`src/rtl/mbox_pkg.sv`:
```
// Package: shared constants, register indices and sequencer states for the
// PHY mailbox reader. Indices are halfword numbers; byte address = index << 1.
package mbox_pkg;
    localparam int IDX_W = 20;
    localparam int HW_W  = 16;
    localparam int MSG_W = 2 * HW_W;

    localparam logic [IDX_W-1:0] IDX_DEV_SHADOW = 20'hD0004;
    localparam logic [IDX_W-1:0] IDX_HOST_FLAG  = 20'hD0031;
    localparam logic [IDX_W-1:0] IDX_MSG_LO     = 20'hD0032;
    localparam logic [IDX_W-1:0] IDX_DEV_FLAG   = 20'hD0033;
    localparam logic [IDX_W-1:0] IDX_MSG_HI     = 20'hD0034;

    localparam logic [HW_W-1:0] CODE_PASS = 16'h0007;
    localparam logic [HW_W-1:0] CODE_FAIL = 16'h00FF;

    typedef enum logic [3:0] {
        S_IDLE, S_ARM_H, S_ARM_D, S_POLL_LO, S_RD_LO,
        S_RD_HI, S_ACK, S_POLL_HI, S_FIN
    } seq_state_t;

    // True when a message low word ends a training session.
    function automatic logic is_term(input logic [HW_W-1:0] code);
        return (code == CODE_PASS) || (code == CODE_FAIL);
    endfunction
endpackage

```
`src/rtl/mbox_apb_master.sv`:
```
// Module: mbox_apb_master
// Runs one APB-style transfer per request: a setup cycle, then access cycles
// until pready. Converts a halfword index to a byte address.
// Assumes: req is raised only while idle; ADDR_W >= IDX_W + 1.
module mbox_apb_master
    import mbox_pkg::*;
#(
    parameter int ADDR_W = 24
) (
    input  logic              clk,
    input  logic              rst_n,
    input  logic              req,
    input  logic              req_wr,
    input  logic [IDX_W-1:0]  req_idx,
    input  logic [HW_W-1:0]   req_wdata,
    output logic              done,
    output logic [HW_W-1:0]   rdata,
    output logic              psel,
    output logic              penable,
    output logic              pwrite,
    output logic [ADDR_W-1:0] paddr,
    output logic [HW_W-1:0]   pwdata,
    input  logic [HW_W-1:0]   prdata,
    input  logic              pready
);
    typedef enum logic [1:0] {B_IDLE, B_SETUP, B_ACCESS} bus_ph_t;
    bus_ph_t ph;

    // Bus phase sequencing and capture of read data on completion.
    always_ff @(posedge clk) begin
        if (!rst_n) begin
            ph      <= B_IDLE;
            psel    <= 1'b0;
            penable <= 1'b0;
            pwrite  <= 1'b0;
            paddr   <= '0;
            pwdata  <= '0;
            done    <= 1'b0;
            rdata   <= '0;
        end else begin
            done <= 1'b0;
            case (ph)
                B_IDLE: if (req) begin
                    psel   <= 1'b1;
                    pwrite <= req_wr;
                    paddr  <= ADDR_W'({req_idx, 1'b0});
                    pwdata <= req_wdata;
                    ph     <= B_SETUP;
                end
                B_SETUP: begin
                    penable <= 1'b1;
                    ph      <= B_ACCESS;
                end
                B_ACCESS: if (pready) begin
                    psel    <= 1'b0;
                    penable <= 1'b0;
                    done    <= 1'b1;
                    rdata   <= prdata;
                    ph      <= B_IDLE;
                end
                default: ph <= B_IDLE;
            endcase
        end
    end


    a_setup_then_access_chk: assert property (@(posedge clk) disable iff (!rst_n)
        (psel && !penable) |=> (psel && penable));

    a_enable_needs_sel_chk: assert property (@(posedge clk) disable iff (!rst_n)
        penable |-> psel);

    a_stall_stable_chk: assert property (@(posedge clk) disable iff (!rst_n)
        (psel && penable && !pready) |=> (psel && penable && $stable(paddr)
                                          && $stable(pwrite) && $stable(pwdata)));

    a_req_when_idle_chk: assert property (@(posedge clk) disable iff (!rst_n)
        req |-> (!psel && !done));
endmodule

```
`src/rtl/mbox_seq.sv`:
```
// Module: mbox_seq
// Handshake sequencer: optional arming writes, poll for a posted message,
// read one or two words, acknowledge, wait for release, close, report.
// Assumes: one outstanding transfer at a time; done is a one-cycle pulse.
module mbox_seq
    import mbox_pkg::*;
(
    input  logic             clk,
    input  logic             rst_n,
    input  logic             start,
    input  logic             stream_mode,
    input  logic             wait_end,
    input  logic             arm_en,
    input  logic             done,
    input  logic [HW_W-1:0]  rdata,
    output logic             req,
    output logic             req_wr,
    output logic [IDX_W-1:0] req_idx,
    output logic [HW_W-1:0]  req_wdata,
    output logic             start_acc,
    output logic             busy,
    output logic             rpt,
    output logic [MSG_W-1:0] rpt_msg
);
    seq_state_t       st;
    logic             pend;
    logic             stream_q;
    logic             wend_q;
    logic [MSG_W-1:0] shadow;

    assign start_acc = (st == S_IDLE) && !rpt && start;
    assign busy      = (st != S_IDLE) || rpt;
    assign rpt_msg   = shadow;
    assign req       = (st != S_IDLE) && !pend;

    // Transfer descriptor for the current step.
    always_comb begin
        req_wr    = 1'b0;
        req_idx   = IDX_DEV_SHADOW;
        req_wdata = '0;
        case (st)
            S_ARM_H: begin req_wr = 1'b1; req_idx = IDX_HOST_FLAG; req_wdata = 16'd1; end
            S_ARM_D: begin req_wr = 1'b1; req_idx = IDX_DEV_FLAG;  req_wdata = 16'd1; end
            S_RD_LO: req_idx = IDX_MSG_LO;
            S_RD_HI: req_idx = IDX_MSG_HI;
            S_ACK:   begin req_wr = 1'b1; req_idx = IDX_HOST_FLAG; req_wdata = 16'd0; end
            S_FIN:   begin req_wr = 1'b1; req_idx = IDX_HOST_FLAG; req_wdata = 16'd1; end
            default: req_idx = IDX_DEV_SHADOW;
        endcase
    end

    // Step sequencing, message assembly and report pulse.
    always_ff @(posedge clk) begin
        if (!rst_n) begin
            st       <= S_IDLE;
            pend     <= 1'b0;
            stream_q <= 1'b0;
            wend_q   <= 1'b0;
            shadow   <= '0;
            rpt      <= 1'b0;
        end else begin
            rpt <= 1'b0;
            if (st == S_IDLE) begin
                if (start_acc) begin
                    stream_q <= stream_mode;
                    wend_q   <= wait_end;
                    st       <= arm_en ? S_ARM_H : S_POLL_LO;
                end
            end else if (req) begin
                pend <= 1'b1;
            end else if (done) begin
                pend <= 1'b0;
                case (st)
                    S_ARM_H:   st <= S_ARM_D;
                    S_ARM_D:   st <= S_POLL_LO;
                    S_POLL_LO: if (!rdata[0]) st <= S_RD_LO;
                    S_RD_LO: begin
                        shadow <= {{HW_W{1'b0}}, rdata};
                        st     <= stream_q ? S_RD_HI : S_ACK;
                    end
                    S_RD_HI: begin
                        shadow[MSG_W-1:HW_W] <= rdata;
                        st                   <= S_ACK;
                    end
                    S_ACK:     st <= S_POLL_HI;
                    S_POLL_HI: if (rdata[0]) st <= S_FIN;
                    S_FIN: begin
                        rpt <= 1'b1;
                        st  <= (wend_q && !is_term(shadow[HW_W-1:0])) ? S_POLL_LO : S_IDLE;
                    end
                    default: st <= S_IDLE;
                endcase
            end
        end
    end


    poll_lo_hold_chk: assert property (@(posedge clk) disable iff (!rst_n)
        (st == S_POLL_LO && done && rdata[0]) |=> (st == S_POLL_LO));

    poll_hi_hold_chk: assert property (@(posedge clk) disable iff (!rst_n)
        (st == S_POLL_HI && done && !rdata[0]) |=> (st == S_POLL_HI));

    mode_frozen_chk: assert property (@(posedge clk) disable iff (!rst_n)
        (st != S_IDLE) |=> ($stable(stream_q) && $stable(wend_q)));

    hi_only_stream_chk: assert property (@(posedge clk) disable iff (!rst_n)
        (st == S_RD_HI) |-> stream_q);
endmodule

```
`src/rtl/mbox_result.sv`:
```
// Module: mbox_result
// Registers each reported message, emits the valid pulse, and keeps the
// training pass/fail flags until the next accepted start.
// Assumes: start_acc and rpt are never high together.
module mbox_result
    import mbox_pkg::*;
(
    input  logic             clk,
    input  logic             rst_n,
    input  logic             start_acc,
    input  logic             rpt,
    input  logic [MSG_W-1:0] rpt_msg,
    output logic [MSG_W-1:0] msg_data,
    output logic             msg_valid,
    output logic             train_pass,
    output logic             train_fail
);
    // Output message register, valid pulse and sticky end-of-training flags.
    always_ff @(posedge clk) begin
        if (!rst_n) begin
            msg_data   <= '0;
            msg_valid  <= 1'b0;
            train_pass <= 1'b0;
            train_fail <= 1'b0;
        end else begin
            msg_valid <= rpt;
            if (rpt) msg_data <= rpt_msg;
            if (start_acc) begin
                train_pass <= 1'b0;
                train_fail <= 1'b0;
            end else if (rpt) begin
                if (rpt_msg[HW_W-1:0] == CODE_PASS) train_pass <= 1'b1;
                if (rpt_msg[HW_W-1:0] == CODE_FAIL) train_fail <= 1'b1;
            end
        end
    end


    valid_pulse_chk: assert property (@(posedge clk) disable iff (!rst_n)
        msg_valid |=> !msg_valid);

    flags_exclusive_chk: assert property (@(posedge clk) disable iff (!rst_n)
        !(train_pass && train_fail));

    pass_sticky_chk: assert property (@(posedge clk) disable iff (!rst_n)
        $fell(train_pass) |-> $past(start_acc));

    fail_sticky_chk: assert property (@(posedge clk) disable iff (!rst_n)
        $fell(train_fail) |-> $past(start_acc));
endmodule

```
`src/rtl/phy_mbox_reader.sv`:
```
// Module: phy_mbox_reader (top)
// Host-side reader of the PHY training mailbox over a 16-bit APB-style bus.
// Assumes: ADDR_W holds a halfword index shifted left by one.
module phy_mbox_reader
    import mbox_pkg::*;
#(
    parameter int ADDR_W = 24
) (
    input  logic              clk,
    input  logic              rst_n,
    input  logic              start,
    input  logic              stream_mode,
    input  logic              wait_end,
    input  logic              arm_en,
    output logic              psel,
    output logic              penable,
    output logic              pwrite,
    output logic [ADDR_W-1:0] paddr,
    output logic [15:0]       pwdata,
    input  logic [15:0]       prdata,
    input  logic              pready,
    output logic [31:0]       msg_data,
    output logic              msg_valid,
    output logic              busy,
    output logic              train_pass,
    output logic              train_fail
);
    logic             req, req_wr, done, start_acc, rpt;
    logic [IDX_W-1:0] req_idx;
    logic [HW_W-1:0]  req_wdata, rdata;
    logic [MSG_W-1:0] rpt_msg;

    mbox_seq u_seq (
        .clk(clk), .rst_n(rst_n), .start(start), .stream_mode(stream_mode),
        .wait_end(wait_end), .arm_en(arm_en), .done(done), .rdata(rdata),
        .req(req), .req_wr(req_wr), .req_idx(req_idx), .req_wdata(req_wdata),
        .start_acc(start_acc), .busy(busy), .rpt(rpt), .rpt_msg(rpt_msg)
    );

    mbox_apb_master #(.ADDR_W(ADDR_W)) u_bus (
        .clk(clk), .rst_n(rst_n), .req(req), .req_wr(req_wr), .req_idx(req_idx),
        .req_wdata(req_wdata), .done(done), .rdata(rdata), .psel(psel),
        .penable(penable), .pwrite(pwrite), .paddr(paddr), .pwdata(pwdata),
        .prdata(prdata), .pready(pready)
    );

    mbox_result u_res (
        .clk(clk), .rst_n(rst_n), .start_acc(start_acc), .rpt(rpt),
        .rpt_msg(rpt_msg), .msg_data(msg_data), .msg_valid(msg_valid),
        .train_pass(train_pass), .train_fail(train_fail)
    );
endmodule

```
`config.mk`:
```
export PLATFORM = sky130hd
export DESIGN_NAME = phy_mbox_reader
export DESIGN_NICKNAME = d
export VERILOG_FILES = /design/src/rtl/mbox_pkg.sv /design/src/rtl/mbox_apb_master.sv /design/src/rtl/mbox_seq.sv /design/src/rtl/mbox_result.sv /design/src/rtl/phy_mbox_reader.sv
export SDC_FILE = /design/constraint.sdc
export NUM_CORES = 1
export LEC_CHECK = 0
export ABC_AREA = 1
export ABC_CLOCK_PERIOD_IN_PS = 3100
export CAP_MARGIN = 30
export CELL_PAD_IN_SITES_DETAIL_PLACEMENT = 2
export CELL_PAD_IN_SITES_GLOBAL_PLACEMENT = 2
export CORE_MARGIN = 4
export CORE_UTILIZATION = 30
export DETAILED_ROUTE_END_ITERATION = 12
export HOLD_SLACK_MARGIN = 0.08
export MAX_ROUTING_LAYER = met4
export PLACE_DENSITY_LB_ADDON = 0.1
export RECOVER_POWER = 25
export SYNTH_ARGS = -nofsm -noshare
export SYNTH_HDL_FRONTEND = slang
export SYNTH_SLANG_ARGS = --single-unit
```
`constraint.sdc`:
```
create_clock -name clk -period 3.1 [get_ports clk]
set_input_delay 0.93 -clock clk [delete_from_list [all_inputs] [get_ports clk]]
set_output_delay 0.93 -clock clk [all_outputs]
set_load 0.05 [all_outputs]
```
==> results of run 1 <==
==> sequential cells by signal (all words and copies together), names as in the netlist, 2 cells and up <==
signal and count:
u_bus.paddr 5, u_bus.rdata 16, u_bus.ph 2, u_seq.rpt_msg 32, u_res.msg_data 32, u_seq.st 4
==> where the power goes <==
part           switching, mW  total [mW]  internal [mW]
clock network          0.511        1.13          0.616
logic                  0.785        1.11          0.327
registers             0.0914        1.53           1.44
total                   1.39        3.77           2.39
==> metrics by stage <==
step	total power, mW	worst slack [ns]	std cells
after global placement	2.682	0.8785	756
after CTS	3.878	0.5819	773
after floorplan	2.381	0.9500	564
after detailed placement	2.719	0.7755	757
after global routing	4.006	0.3375	773
final	3.773	0.5975	773
==> cells in the final DEF (no fill, tap or decap), types with 10 or more instances in the layout <==
cell,count
sky130_fd_sc_hd__nand3_1,12
sky130_fd_sc_hd__inv_1,41
sky130_fd_sc_hd__a21oi_1,50
sky130_fd_sc_hd__o21ai_0,72
sky130_fd_sc_hd__nand2_1,43
sky130_fd_sc_hd__nor2_1,118
sky130_fd_sc_hd__nor3_2,10
sky130_fd_sc_hd__clkdlybuf4s50_1,66
sky130_fd_sc_hd__dfxtp_1,103
sky130_fd_sc_hd__conb_1,31
==> how the worst max path moves through the flow <==
| stage | start | to | depth (start not counted) |
|---|---|---|---|
| after global routing | u_seq.st[3] | u_seq.rpt_msg[21] | 7 |
| after CTS | u_bus.paddr[19] | paddr[17] | 1 |
| after global placement | rst_n | u_seq.rpt_msg[7] | 4 |
| after detailed placement | rst_n | u_bus.rdata[3] | 4 |
| final | u_seq.st[3] | busy | 5 |
| after floorplan | u_seq.rpt | busy | 4 |
==> area by class of cell <==
cell class,count,share of cell area
flip-flops and latches,103,0.4020
multi-input cells,357,0.3171
repair buffers,75,0.1463
clock buffers,13,0.05268
well taps,176,0.04293
inverters,46,0.03415
clock inverters,3,0.004878
==> metal layers <==
layer  share of wire  routed length [um]
met2            0.53                6563
met3           0.040                 496
met5               0                   0
met1            0.42                5174
met4           0.011                 135
==> critical path, stage by stage, from the launching register on <==
cell and delay [ns]:
sky130_fd_sc_hd__dfxtp_1 0.38, sky130_fd_sc_hd__nor2_4 0.18, sky130_fd_sc_hd__nand2_1 0.21, sky130_fd_sc_hd__inv_1 0.17, sky130_fd_sc_hd__nand2_1 0.11, sky130_fd_sc_hd__buf_12 0.16
==> cells by family (layout without fill, tap and decap cells) <==
family          Yosys count  after routing  synth area share
other cells               1             31         0.0008971
flops                   103            103            0.4933
compound gates          125            125            0.1509
buf+inv                 104            137            0.1338
simple gates            201            201            0.2212
==> metrics.cfg, run 1 <==
[status]
status = completed

[hold_path]
hold_class = flip-flop to flip-flop
worstHoldPathCells = 2
hp_start = u_seq.wend_q
whs_endpoint = u_seq.wend_q

[cells_and_area]
layout.filler_cells = 1560
insertedDiodeCount = 0
area.sequential_um2 = 2062
finalInstanceArea_um2 = 5130
nNetsFinal = 615
layout.core_utilization = 0.3813
post_route_cells_drive_above_1_share = 0.07538
syn_to_final_growth_pct = 22.72
multi_input_area_um2 = 1627

[pwr]
power.density_nw_per_um2 = 735.6
irDropWorstVdd_uv = 504.9
cellLeakagePower_nw = 2.163

[synthesis]
synth.lib_cells_used.distinct = 31
synthesis.area_per_instance_um2 = 7.828
syn_area_um2 = 4180
yosysWarningCount = 0
post-synth-top-count-cell = sky130_fd_sc_hd__nor2_1
synth_top_flop_cell = sky130_fd_sc_hd__dfxtp_1
synth-edff-count = 0
syn_inst = 534
sequential_fraction_of_the_synthesis_area = 0.4933
top_area_cells_in_the_synthesized_netlist = sky130_fd_sc_hd__dfxtp_1 49%, sky130_fd_sc_hd__nor2_1 11%, sky130_fd_sc_hd__o21ai_0 8.6%
post_synthesis_cell_type_with_the_largest_combined_area = sky130_fd_sc_hd__dfxtp_1
ys_ff_latch = 103
synth_largest_type_area_fraction = 0.4933
synth_commonest_cells = 118 x sky130_fd_sc_hd__nor2_1, 103 x sky130_fd_sc_hd__dfxtp_1, 72 x sky130_fd_sc_hd__o21ai_0, 50 x sky130_fd_sc_hd__a21oi_1, 42 x sky130_fd_sc_hd__nand2_1
synth-async-reset-ratio = 0

[global_route]
global_route.usage.met3 = 0.04615
grt_first_pass_wirelength_um = 20380
grt_start_max_net_pins = 50
grt_util_met1 = 0.1814
overflow = 0
grt_util_met2 = 0.2933
antenna_violations_before_repair = 0
global_route.usage.total = 0.1641
grt_busiest_layer = met2
first_global_vias = 3996

[floorplanning]
die_y_um = 126.0
die_area_um2 = 15890
initial_core_util = 0.3107
num_io_pins = 102
std_cell_rows = 42
floorplan.core_area_um2 = 13450
die_width_um = 126.0

[routing]
average_via_count_per_standard_cell = 4.692
total_via_count_after_detailed_routing = 3627
detail_route.drc_violations = 0
drt_first_pass_iters = 4
finalWirelength_um = 12370
detailedRoute.firstIterationViolations = 151
avgRoutedWirePerCell_um = 16.00
drtAntennaViolNets = 0

[setup_path]
r2r_cells = 7
crit_path_launch_type = flip-flop
rr_startpoint = u_seq.st[3]
setup.worst_path.class = flip-flop to output port
cp_data_arrival_time_ns = 1.57
cp_data_required_time_ns = 2.17
kind_of_end_point_of_the_critical_path = output port
timing.rr.end = u_seq.rpt_msg[21]
reg_to_reg_slack_setup_ns = 0.60
path_max_fanout = 7

[clock_tree]
cts-resized-gates = 0
cts-htree-levels = 3
clock_tree.buffer_depth = 2
cts_buffers = 9
cts_hold_buffers = 0
cts.root.buffer_cell = sky130_fd_sc_hd__clkbuf_16
post_cts.repair.setup_buffers = 0
cts_tree = built
clkLatencyLatePin_ns = 0.35
clock-sinks = 103
clkTransAtPathRegs_ns = 0.07

[sta]
tightest_slew_ns = 0.9436
drv_slew = 0
finish_stage_setup_viols = 0
final.hold.worst_slack_ns = 0.4580
clock_skew_ns = 0.006938
rsz0062_at_grt = false
finalHoldViolations = 0
fin_setup_tns_ns = 0
timing.fmax_ghz = 0.3996
slew-limit-headroom = 0.3703
period_minus_slack_ns = 2.503
final.period_utilization = 0.8073

[run]
number_of_maximum_capacitance_constraint_violations = 0

[placement]
placed_instance_area_um2 = 4880
globalplace.congestion = 0.7400
io_buffer_count = 70
place.detailed.hpwl_um = 8713

Note: power is estimated with default switching activity, not from simulation.
==> run 2, diff against run 1 <==
--- a/config.mk
+++ b/config.mk
@@ -6,12 +6,12 @@
 export NUM_CORES = 1
 export LEC_CHECK = 0
 export ABC_AREA = 1
-export ABC_CLOCK_PERIOD_IN_PS = 3100
+export ABC_CLOCK_PERIOD_IN_PS = 2230
 export CAP_MARGIN = 30
 export CELL_PAD_IN_SITES_DETAIL_PLACEMENT = 2
 export CELL_PAD_IN_SITES_GLOBAL_PLACEMENT = 2
 export CORE_MARGIN = 4
-export CORE_UTILIZATION = 30
+export CORE_UTILIZATION = 25
 export DETAILED_ROUTE_END_ITERATION = 12
 export HOLD_SLACK_MARGIN = 0.08
 export MAX_ROUTING_LAYER = met4
==> constraint.sdc (replaced) <==
create_clock -name clk -period 2.23 [get_ports clk]
set_input_delay 0.669 -clock clk [delete_from_list [all_inputs] [get_ports clk]]
set_output_delay 0.669 -clock clk [all_outputs]
set_load 0.05 [all_outputs]
==> run 2 against run 1 <==
Against the previous run:
- non-clock buffer count is 2 higher
- clock skew is 0.0030 ns lower
- largest cell class unchanged
- critical endpoint is now paddr[2]
- worst hold slack better by 0.0079 ns
- sequential cell count stayed put
- critical path type unchanged
- routed wire length hardly changed
- worst setup slack worse by 0.54 ns
- cell count is 6.0% higher
- highest routed layer unchanged
- register-to-register slack worse by 0.13 ns
==> metrics.cfg, run 2 (same netlist as run 1, synthesis figures left out) <==
[floorplanning]
die_width_um = 137.3  ; +8.9%
std_cell_rows = 47  ; +12%
num_io_pins = 102  ; unchanged
initial_core_util = 0.2539  ; -0.05686
floorplan.core_area_um2 = 16470  ; +22%
die_y_um = 137.3  ; +8.9%
die_area_um2 = 18850  ; +19%

[global_route]
overflow = 0  ; unchanged
antenna_violations_before_repair = 0  ; unchanged
global_route.usage.total = 0.1419  ; -0.02221
first_global_vias = 3779  ; -5.4%
grt_first_pass_wirelength_um = 20140  ; -1.2%
grt_start_max_net_pins = 41  ; -18%

[hold_path]
hp_start = u_res.train_fail
hold_class = flip-flop to flip-flop
worstHoldPathCells = 2  ; unchanged
whs_endpoint = u_res.train_fail

[setup_path]
crit_path_max_incr_delay_ns = 0.81  ; +0.43 ns
crit_path_cell_trace = clkdlybuf4s50_1
cp_data_arrival_time_ns = 1.51  ; -0.06 ns
r2r_cells = 9  ; +2
cp_data_required_time_ns = 1.56  ; -0.61 ns
timing.rr.end = u_seq.rpt_msg[29]
crit_path_launch_type = flip-flop
path_max_fanout = 2  ; -5
rr_startpoint = u_seq.st[2]
kind_of_end_point_of_the_critical_path = output port
worstPathBufferInverterCount = 1  ; -1
reg_to_reg_slack_setup_ns = 0.47  ; -0.13 ns
slowest_stage = sky130_fd_sc_hd__clkdlybuf4s50_1
setup.worst_path.class = flip-flop to output port
critical_path_depth = 1  ; -4
timing.critical_path.max_delay_family = buffers and inverters

[placement]
io_buffer_count = 70  ; unchanged
globalplace.congestion = 0.8205  ; +11%
placement.setup.worst_slack_ns = 0.2270  ; -0.5485 ns
place.detailed.hpwl_um = 8967  ; +2.9%

[routing]
detailedRoute.firstIterationViolations = 176  ; +17%
detail_route.wirelength.met1_um = 5434  ; +5.0%
met3RoutedLength_um = 416  ; -16%
met2_routed_length_um = 6377  ; -2.8%
finalWirelength_um = 12360  ; about the same
routed.top_layer = met4
average_via_count_per_standard_cell = 4.324  ; -7.9%
drt_first_pass_iters = 4  ; unchanged
detail_route.drc_violations = 0  ; unchanged
avgRoutedWirePerCell_um = 15.10  ; -5.7%
total_via_count_after_detailed_routing = 3541  ; -2.4%
drtAntennaViolNets = 0  ; unchanged

[cells_and_area]
syn_to_final_growth_pct = 24.27
post_route_cells_drive_above_1_share = 0.1386  ; +0.06319
multi_input_area_um2 = 1677  ; +3.1%
nNetsFinal = 617  ; +0.33%
mostFrequentLayoutCell = sky130_fd_sc_hd__nor2_1
area.sequential_um2 = 2062  ; unchanged
mostFrequentLayoutCells = 118 x sky130_fd_sc_hd__nor2_1, 103 x sky130_fd_sc_hd__dfxtp_1, 72 x sky130_fd_sc_hd__o21ai_0, 50 x sky130_fd_sc_hd__a21oi_1, 42 x sky130_fd_sc_hd__nand2_1
insertedDiodeCount = 0  ; unchanged
layout.filler_cells = 1906  ; +22%

[pwr]
irDropWorstVdd_uv = 633.8  ; +26%
total_power_mw = 5.459  ; +45%
cellLeakagePower_nw = 2.328  ; +7.6%
power.density_nw_per_um2 = 1051  ; +43%

[sta]
clock_skew_ns = 0.003940  ; -0.002998 ns
finalHoldViolations = 0  ; unchanged
finish_stage_setup_viols = 0  ; unchanged
rsz0062_at_grt = false
final.hold.worst_slack_ns = 0.4659  ; +0.007878 ns
fin_setup_tns_ns = 0  ; unchanged
final.period_utilization = 0.9757
timing.fmax_ghz = 0.4596
tightest_slew_ns = 0.8428  ; -0.1008 ns
slew-limit-headroom = 0.4381  ; +0.06785
finalWorstSetupSlack_ns = 0.05428  ; -0.5432 ns
period_minus_slack_ns = 2.176
drv_slew = 0  ; unchanged

[clock_tree]
cts-htree-levels = 3  ; unchanged
post_cts.repair.setup_buffers = 0  ; unchanged
clock_tree.buffer_depth = 2  ; unchanged
clock-sinks = 103  ; unchanged
cts_tree = built
cts_buffers = 9  ; unchanged
clkTransAtPathRegs_ns = 0.07  ; about the same
clkLatencyLatePin_ns = 0.34  ; about the same
cts_hold_buffers = 0  ; unchanged
cts.root.buffer_cell = sky130_fd_sc_hd__clkbuf_16

[run]
number_of_maximum_capacitance_constraint_violations = 0  ; unchanged

[status]
status = completed

run 2: cell count changes in the layout (fill, tap and decap cells not counted), moves of 2 or more:
cell                              change
sky130_fd_sc_hd__clkinv_2             +2
sky130_fd_sc_hd__clkdlybuf4s50_1     -33
sky130_fd_sc_hd__nand3_1              -2
sky130_fd_sc_hd__bufinv_16            +2
sky130_fd_sc_hd__buf_4               +31
sky130_fd_sc_hd__dlygate4sd2_1        +2
sky130_fd_sc_hd__clkbuf_2             +2
sky130_fd_sc_hd__dlygate4sd3_1        -2
sky130_fd_sc_hd__nor2_2               -2
sky130_fd_sc_hd__dlymetal6s2s_1       +2
run 2: final cells by class:
cell class	count	area share
Sequential cell	103	0.3969
Multi-Input combinational cell	357	0.3227
Timing Repair Buffer	77	0.1298
Tap cell	220	0.05299
Clock buffer	11	0.04865
Inverter	46	0.03372
Clock inverter	5	0.01517
run 2: report_power, final:
| group | internal, mW | switching, mW | total, mW | leakage (nW) |
|---|---|---|---|---|
| clock network | 1.05 | 0.707 | 1.75 | 0.166 |
| registers | 2.01 | 0.133 | 2.14 | 0.833 |
| logic | 0.450 | 1.12 | 1.57 | 1.33 |
run 2: how the worst max path moves through the flow:
stage                         start   endpoint  slack, ns
floorplan                 u_seq.rpt       busy       0.34
detailed placement            rst_n  u_seq.rpt       0.23
global route         u_bus.paddr[2]   paddr[2]      0.003
global placement              rst_n  u_seq.rpt       0.29
CTS                 u_bus.paddr[19]  paddr[20]      0.005
finish               u_bus.paddr[2]   paddr[2]       0.05
run 2: per-stage QoR:
step,util,cells,cell area [um^2]
6_report,0.3155,819,5195
5_1_grt,0.3155,819,5195
4_1_cts,0.3162,819,5206
3_5_place_dp,0.2962,803,4877
3_3_place_gp,0.2962,803,4877
2_1_floorplan,-,564,4293
run 2: routing by layer:
metal	vias to the layer above	track usage
li1	1760	-
met1	1710	0.1688
met2	61	0.2466
met3	10	0.02191
met4	0	0.04490
met5	-	-
run 2: repair_timing:
action,4_1_cts,5_1_grt
endpoints found under the setup margin,2,3
pin swaps,0,1
hold endpoints to repair,0,0
resized for setup,2,4
